$ cat src/rtl/tlb_fault_pkg.sv
package tlb_fault_pkg;
  localparam int CAUSE_W = 5;

  typedef enum logic [2:0] {
    FK_NONE, FK_REFILL, FK_INV_LD, FK_INV_ST, FK_MOD
  } faultKind_e;

  localparam logic [CAUSE_W-1:0] CAUSE_MOD   = 5'd1;
  localparam logic [CAUSE_W-1:0] CAUSE_LOAD  = 5'd2;
  localparam logic [CAUSE_W-1:0] CAUSE_STORE = 5'd3;

  typedef struct packed {
    logic               capture;
    logic               pop;
    logic               fastVec;
    logic [CAUSE_W-1:0] cause;
  } faultStb_t;
endpackage

$ cat src/rtl/tlb_fault_ctrl.sv
module tlb_fault_ctrl
  import tlb_fault_pkg::*;
(
  input  logic      xlateValid,
  input  logic      tlbHit,
  input  logic      entryValid,
  input  logic      entryDirty,
  input  logic      isStore,
  input  logic      addrUpper,
  input  logic      rfeReq,
  output faultStb_t stb
);
  faultKind_e kind;

  always_comb begin
    kind = FK_NONE;
    if (xlateValid) begin
      if (!tlbHit)                    kind = FK_REFILL;
      else if (!entryValid)           kind = isStore ? FK_INV_ST : FK_INV_LD;
      else if (isStore && !entryDirty) kind = FK_MOD;
    end
  end

  always_comb begin
    stb.capture = (kind != FK_NONE);
    stb.pop     = rfeReq && (kind == FK_NONE);
    stb.fastVec = (kind == FK_REFILL) && !addrUpper;
    unique case (kind)
      FK_MOD:    stb.cause = CAUSE_MOD;
      FK_INV_ST: stb.cause = CAUSE_STORE;
      FK_REFILL: stb.cause = isStore ? CAUSE_STORE : CAUSE_LOAD;
      default:   stb.cause = CAUSE_LOAD;
    endcase
  end
endmodule

$ cat src/rtl/tlb_fault_path.sv
module tlb_fault_path
  import tlb_fault_pkg::*;
#(
  parameter int          ADDR_W       = 32,
  parameter int          PAGE_BITS    = 12,
  parameter int          STACK_LEVELS = 3,
  parameter logic [31:0] REFILL_VEC   = 32'h8000_0000,
  parameter logic [31:0] GENERAL_VEC  = 32'h8000_0080,
  parameter logic [5:0]  STATUS_INIT  = 6'b000011,
  localparam int         VPN_W        = ADDR_W - PAGE_BITS,
  localparam int         STAT_W       = 2 * STACK_LEVELS
) (
  input  logic               clk,
  input  logic               rstN,
  input  faultStb_t          stb,
  input  logic [ADDR_W-1:0]  faultAddr,
  input  logic [ADDR_W-1:0]  curPc,
  output logic [ADDR_W-1:0]  epcOut,
  output logic [CAUSE_W-1:0] causeOut,
  output logic [ADDR_W-1:0]  badAddrOut,
  output logic [VPN_W-1:0]   vpnOut,
  output logic [STAT_W-1:0]  statusOut,
  output logic               vecValid,
  output logic [ADDR_W-1:0]  vecPc
);
  always_ff @(posedge clk) begin
    if (!rstN) begin
      epcOut     <= '0;
      causeOut   <= '0;
      badAddrOut <= '0;
      vpnOut     <= '0;
    end else if (stb.capture) begin
      epcOut     <= curPc;
      causeOut   <= stb.cause;
      badAddrOut <= faultAddr;
      vpnOut     <= faultAddr[ADDR_W-1:PAGE_BITS];
    end
  end

  // Mode stack: push shifts toward the oldest slot, pop shifts toward current.
  always_ff @(posedge clk) begin
    if (!rstN)            statusOut <= STATUS_INIT[STAT_W-1:0];
    else if (stb.capture) statusOut <= {statusOut[STAT_W-3:0], 2'b00};
    else if (stb.pop)     statusOut <= {statusOut[STAT_W-1:STAT_W-2], statusOut[STAT_W-1:2]};
  end

  always_ff @(posedge clk) begin
    if (!rstN) begin
      vecValid <= 1'b0;
      vecPc    <= '0;
    end else begin
      vecValid <= stb.capture;
      vecPc    <= !stb.capture ? '0 :
                  stb.fastVec  ? REFILL_VEC[ADDR_W-1:0] : GENERAL_VEC[ADDR_W-1:0];
    end
  end
endmodule

$ cat src/rtl/tlb_fault_vector.sv
module tlb_fault_vector
  import tlb_fault_pkg::*;
#(
  parameter int ADDR_W    = 32,
  parameter int PAGE_BITS = 12,
  localparam int VPN_W    = ADDR_W - PAGE_BITS
) (
  input  logic               clk,
  input  logic               rstN,
  input  logic               xlateValid,
  input  logic               tlbHit,
  input  logic               entryValid,
  input  logic               entryDirty,
  input  logic               isStore,
  input  logic [ADDR_W-1:0]  faultAddr,
  input  logic [ADDR_W-1:0]  curPc,
  input  logic               rfeReq,
  output logic [ADDR_W-1:0]  epcOut,
  output logic [CAUSE_W-1:0] causeOut,
  output logic [ADDR_W-1:0]  badAddrOut,
  output logic [VPN_W-1:0]   vpnOut,
  output logic [5:0]         statusOut,
  output logic               vecValid,
  output logic [ADDR_W-1:0]  vecPc
);
  faultStb_t stb;

  tlb_fault_ctrl uCtrl (
    .xlateValid(xlateValid), .tlbHit(tlbHit), .entryValid(entryValid),
    .entryDirty(entryDirty), .isStore(isStore),
    .addrUpper(faultAddr[ADDR_W-1]), .rfeReq(rfeReq), .stb(stb)
  );

  tlb_fault_path #(.ADDR_W(ADDR_W), .PAGE_BITS(PAGE_BITS)) uPath (
    .clk(clk), .rstN(rstN), .stb(stb), .faultAddr(faultAddr), .curPc(curPc),
    .epcOut(epcOut), .causeOut(causeOut), .badAddrOut(badAddrOut),
    .vpnOut(vpnOut), .statusOut(statusOut), .vecValid(vecValid), .vecPc(vecPc)
  );
endmodule

$ cat config.mk
export PLATFORM = sky130hd
export DESIGN_NAME = tlb_fault_vector
export DESIGN_NICKNAME = d
export VERILOG_FILES = /design/src/rtl/tlb_fault_pkg.sv /design/src/rtl/tlb_fault_ctrl.sv /design/src/rtl/tlb_fault_path.sv /design/src/rtl/tlb_fault_vector.sv
export SDC_FILE = /design/constraint.sdc
export NUM_CORES = 1
export LEC_CHECK = 0
export BUFFER_PORTS_ARGS = -buffer_cell sky130_fd_sc_hd__buf_2
export CAP_MARGIN = 5
export CELL_PAD_IN_SITES_DETAIL_PLACEMENT = 0
export CELL_PAD_IN_SITES_GLOBAL_PLACEMENT = 1
export CORE_ASPECT_RATIO = 2
export CORE_MARGIN = 2
export CORE_UTILIZATION = 27
export CTS_CLUSTER_DIAMETER = 200
export DETAILED_ROUTE_END_ITERATION = 6
export GPL_TIMING_DRIVEN = 0
export PLACE_DENSITY = 0.86
export REMOVE_ABC_BUFFERS = 1
export SYNTH_ARGS = -nofsm -noshare
export SYNTH_HDL_FRONTEND = slang
export SYNTH_SLANG_ARGS = --single-unit
$ cat constraint.sdc
create_clock -name clk -period 1.1 [get_ports clk]
set_clock_uncertainty 0.15 [all_clocks]
set_input_delay 0.11 -clock clk [delete_from_list [all_inputs] [get_ports clk]]
set_output_delay 0.11 -clock clk [all_outputs]
set_load 0.02 [all_outputs]
* Word level (Yosys, flattened, before mapping) *
Cells that the tools add are included.

cells by class
  reduce and logical (&&, ||, !) cells = 9
  eq/ne operators = 3
  muxes and demuxes = 10

operator list
  operator                                                         number
  5-bit case mux with 3 select lines                               1
  3-bit 2-to-1 mux                                                 4
  8-bit 2-to-1 mux                                                 1
  6-bit 2-to-1 mux                                                 1
  4-bit 2-to-1 mux                                                 1
  3-bit by 1-bit == test with 1-bit output, second input constant  1
  3-bit by 2-bit == test with 1-bit output, second input constant  1
  3-bit == test, second input constant                             1
  1-bit logical AND                                                3
  3-bit logical NOT                                                1
  3-bit nonzero test                                               1
  1-bit logical NOT                                                2
  1-bit 2-to-1 mux                                                 2
  2-bit AND reduction                                              1
  2-bit nonzero test                                               1

storage, ports and cells
  input port bits = 72
  output and inout port bits = 128
  logic and storage cells = 30
  register bits = 128

* Depth between registers and ports, before layout *
  depth in word-level cells = 10
  mapped depth = 5
  gate-level depth less buffers = 3

* By module *
Synthesis repeated with hierarchy kept, for this count alone.

second synthesis, totals
  cell total of the unflattened synthesis = 313
  area total of the unflattened synthesis = 3,390.8 sq um

by module, submodules not included
  module          times used  cells an instance  area an instance (sq um)  sequential area each (sq um)
  tlb_fault_path  1           301                3,313.2                   1,561.5
  tlb_fault_ctrl  1           12                 77.6                      0.0

* Worst setup path before layout *
Ideal clock, no wire load.

  kind = input-to-reg
  start point = in isStore
  end point = reg uPath.vecPc[31]
  stages on the path = 5
  setup slack = 0.032 ns
  arrival time = 0.803 ns
  path buffers = 2
  data required time = 0.835 ns
  library setup time = 0.115 ns
  cells stage by stage = nor2b_1 o21a_1 buf_6 buf_6 and2_1

on the way
  word-level cells in the longest chain between the ends = 7
  elaborated cells on any way between the ends = 8
  those cells by class = 5 x mux; 3 x reduce/logical

RTL lines
  element                                   RTL line                source
  start: declaration                        tlb_fault_vector.sv:14  input logic isStore,
  1-bit logical AND                         tlb_fault_ctrl.sv:20    else if (isStore && !entryDirty) kind = FK_MOD;
  3-bit 2-to-1 mux                          tlb_fault_ctrl.sv:20
  3-bit 2-to-1 mux (*)                      tlb_fault_ctrl.sv:19    else if (!entryValid) kind = isStore ? FK_INV_ST : FK_INV_LD;
  3-bit 2-to-1 mux (*)                      tlb_fault_ctrl.sv:18    if (!tlbHit) kind = FK_REFILL;
  3-bit 2-to-1 mux (*)                      tlb_fault_ctrl.sv:17    if (xlateValid) begin
  3-bit nonzero test (*)                    tlb_fault_ctrl.sv:25    stb.capture = (kind != FK_NONE);
  2-bit AND reduction (no source line) (*)  --
  end signal: assignment                    tlb_fault_path.sv:53    vecPc <= !stb.capture ? '0 :
  end: declaration                          tlb_fault_path.sv:24    output logic [ADDR_W-1:0] vecPc

Mark *: on every way between the ends. The rest lies on a longest branch, timed or not.
A chain may end at the register's enable or synchronous reset.

* Worst setup path after layout *
  start point = reg uPath.vpnOut[4]
  end point = out vpnOut[4]

RTL lines
  element                   RTL line                source
  start: declaration        tlb_fault_path.sv:21    output logic [VPN_W-1:0] vpnOut,
  start signal: assignment  tlb_fault_path.sv:36    vpnOut <= faultAddr[ADDR_W-1:PAGE_BITS];
  end: declaration          tlb_fault_vector.sv:21  output logic [VPN_W-1:0] vpnOut,

No word-level cell between the ends.

==> metrics.md <==
| Metric | Value |
|---|---|
| Post-Synth Simple-Gate Area | `0.1597` |
| Hold path endpoint | `uPath.statusOut[1]` |
| Max-slew violation count | `0` |
| H-tree Lvls | `3` |
| Reg2reg start | `uPath.statusOut[4]` |
| FF-to-FF path depth | `3` |
| Synth Area in Compound Gates | `0.01811` |
| Maximum clock frequency | `around 0.92 GHz` |
| Vias in the first global route | `3078` |
| Worst path bufs/invs | `1` |
| Setup CP Type | `flip-flop to primary output` |
| Routed Antenna Nets | `0` |
| CTS tree | `done` |
| Layout Utilization | `0.4520` |
| Synthesis warning total | `0` |
| Number of max-cap violations | `0` |
| Synth top area share | `0.4436` |
| Netlist cell types | `17` |
| Crit-path max FO | `3` |
| Design area | `0.005513 mm²` |
| Run status | `complete, no violations` |
| Min-Delay Startpoint | `rfeReq` |
| EDFF count, synth | `0` |
| Vias per cell | `around 4.3` |
| CP max-delay cell | `dfxtp_2` |
| Initial antenna violation count | `0` |
| DIE HEIGHT | `~160 µm` |
| DR pass1 iterations | `4` |
| Post-Synth XOR/XNOR Area | `0` |
| Vias after detailed routing | `between 3000 and 4000` |
| Worst setup SP type | `flip-flop` |
| Largest family of logic cells by synthesized area | `multiplexers` |
| Final wirelength | `about 9.6 mm` |
| Largest net degree at the start of global routing | `75` |
| Clock Latency Late Sink | `approximately 0.32 ns` |
| Worst Hold Path Cells | `3` |
| Die area | `roughly 0.014 mm²` |
| Peak supply drop | `between 0.0006 and 0.0007 V` |
| CP max stage delay | `0.37 ns` |
| Grt ovf | `0` |
| Row count | `57` |
| Worst hold slack | `0.02443 ns` |
| Die W | `83.17 µm` |
| Initial core utilization | `0.2775` |
| Final setup fails | `0` |
| Unrepaired setup endpoints after global routing | `true` |
| Iter 0 DRT Violations | `roughly 130` |
| Clock-pin slew on the worst setup and hold paths | `0.06 ns` |
| CTS Buf Count | `9` |
| Placer Congestion | `between 0.7 and 0.8` |
| Share of synthesized registers carrying an async set or reset | `0` |
| Core Footprint | `approximately 0.012 mm²` |
| Most common cell in the netlist | `nand2_1` |
| Clock root cell | `clkbuf_16` |
| Finished Layout Cells | `735` |
| Required @ worst endpoint | `0.84 ns` |
| CP Capture Type | `primary output` |
| Placed cells | `approximately 650` |
| Post-Synth Adder-Cell Area | `0` |
| Post-synth top cells | `139 x nand2_1, 75 x dfxtp_1, 70 x mux2i_1, 54 x buf_4, 11 x clkbuf_1` |
| Multiplexer share of the synthesized area | `0.2137` |
| Worst r2r dst | `uPath.statusOut[2]` |
| Register area share after synthesis | `0.4436` |
| Clock tree buffer depth | `2` |
| CP top delay family | `flip-flops` |
| PortBufs | `roughly 170` |
| Cells after synthesis | `~380` |
| Reg2Reg Setup Slack | `0.08 ns` |
| Placed inst area | `just over 0.004 mm²` |
| Syn Area/Cell | `9.001 µm²` |
| Sink Count | `75` |
| Detailed placement HPWL | `5.739 mm` |
| Final Power | `around 0.0076 W` |
| CP Data Arrival Time | `just over 0.8 ns` |
| DRC | `0` |
| Routed WL per cell | `around 13 µm` |
| Dominant synthesized flop cell | `dfxtp_1` |
| Hold Crit Class | `primary input to flip-flop` |
| Synth-to-Final Area Change | `62.88%` |
| Ant. Diodes | `0` |
| Layout cells sized above 1 | `0.4167` |
| Leading post-synthesis cells by cell area | `dfxtp_1 44%, mux2i_1 21%, nand2_1 15%` |
| Number of primary I/O pins | `200` |
| Cells along the critical path | `buf_6` |
| Standby leakage power | `between 2 and 3 nW` |
| Min cycle time layout | `approximately 1.1 ns` |
| Mapped Area | `0.003384 mm²` |
| Global-route wire length before repair | `between 10 and 15 mm` |
| Layout net count | `656` |
| Global Route Usage Sum | `0.1314` |
| P per Cell Area | `approximately 1400 mW/mm²` |
| Area leader, netlist | `dfxtp_1` |
| Synthesized flop and latch total | `75` |
| Period utilization | `0.9829` |
| Hold Fails Final Rpt | `0` |
-- cell usage in the layout (no fill, tap or decap), types with 2 or more instances in the layout --
master         count
buf_16             2
buf_6             44
mux2i_1           70
buf_2             77
dfxtp_2           49
mux2_2             2
o21ai_0            3
a21boi_0           2
buf_4             51
dfxtp_1           24
and2_1             2
clkbuf_16          9
conb_1            33
dfxtp_4            2
nand2_1          138
dlygate4sd3_1     67
-- cells by family (layout without fill, tap and decap cells) --
kind of cell / after synthesis / after routing
other: 1 / 33
flip-flops: 75 / 75
multiplexers: 72 / 72
AO/OA/AOI/OAI: 9 / 10
AND/OR/NAND/NOR: 142 / 142
buffers and inverters: 77 / 256
-- state kept, by name, indices dropped and copies added, names as in the netlist --
name,count
uPath.badAddrOut,13
uPath.causeOut,2
uPath.epcOut,32
uPath.statusOut,6
uPath.vecPc,2
uPath.vecValid,1
uPath.vpnOut,19
-- where the power goes --
group	total (W)	leakage, nW	switching [W]	internal [W]
combinational	0.00164	1.90	0.000846	0.000794
sequential	0.00305	0.637	0.000131	0.00292
clock	0.00289	0.142	0.00108	0.00181
total	0.00758	2.68	0.00206	0.00552
-- layout make-up --
class	count	area, µm²
Fill cell	1108	6683
Timing Repair Buffer	241	1989
Sequential cell	75	1570
Multi-Input combinational cell	257	1475
Clock buffer	11	242.7
Tap cell	147	183.9
Clock inverter	4	51.30
-- routing by layer --
metal  vias to the layer above  track usage  share of wire
li1                       1531            -              -
met1                      1458       0.1294           0.34
met2                       155       0.2507           0.57
met3                        14      0.04004          0.067
met4                         0      0.05365          0.022
met5                         -            0              0
-- stage by stage --
| stage | setup WS [ns] | setup TNS, ns |
|---|---|---|
| final | 0.01885 | 0 |
| after global routing | -0.02974 | -0.2472 |
| after CTS | -0.01594 | -0.05678 |
| after detailed placement | -0.6332 | -34.78 |
| after global placement | -3.002 | -210.66 |
| after floorplan | -2.039 | -141.99 |
-- what timing repair did --
action / CTS / global route
pin swaps: 1 / 0
cloned: 1 / 0
endpoints found under the hold margin: 67 / 0
resized for setup: 78 / 110
endpoints found under the setup margin: 109 / 118
buffers inserted: 1 / 5
hold buffers: 67 / 0
-- worst max-delay path by stage --
stage,startpoint,end,cells past startpoint
2_1_floorplan,isStore,uPath.statusOut[0],3
3_3_place_gp,tlbHit,uPath.statusOut[0],4
3_5_place_dp,entryDirty,uPath.epcOut[15],5
4_1_cts,uPath.vpnOut[11],badAddrOut[23],1
5_1_grt,uPath.epcOut[29],epcOut[29],1
6_report,uPath.vpnOut[4],vpnOut[4],1
Power figures use the tool's default switching activity.
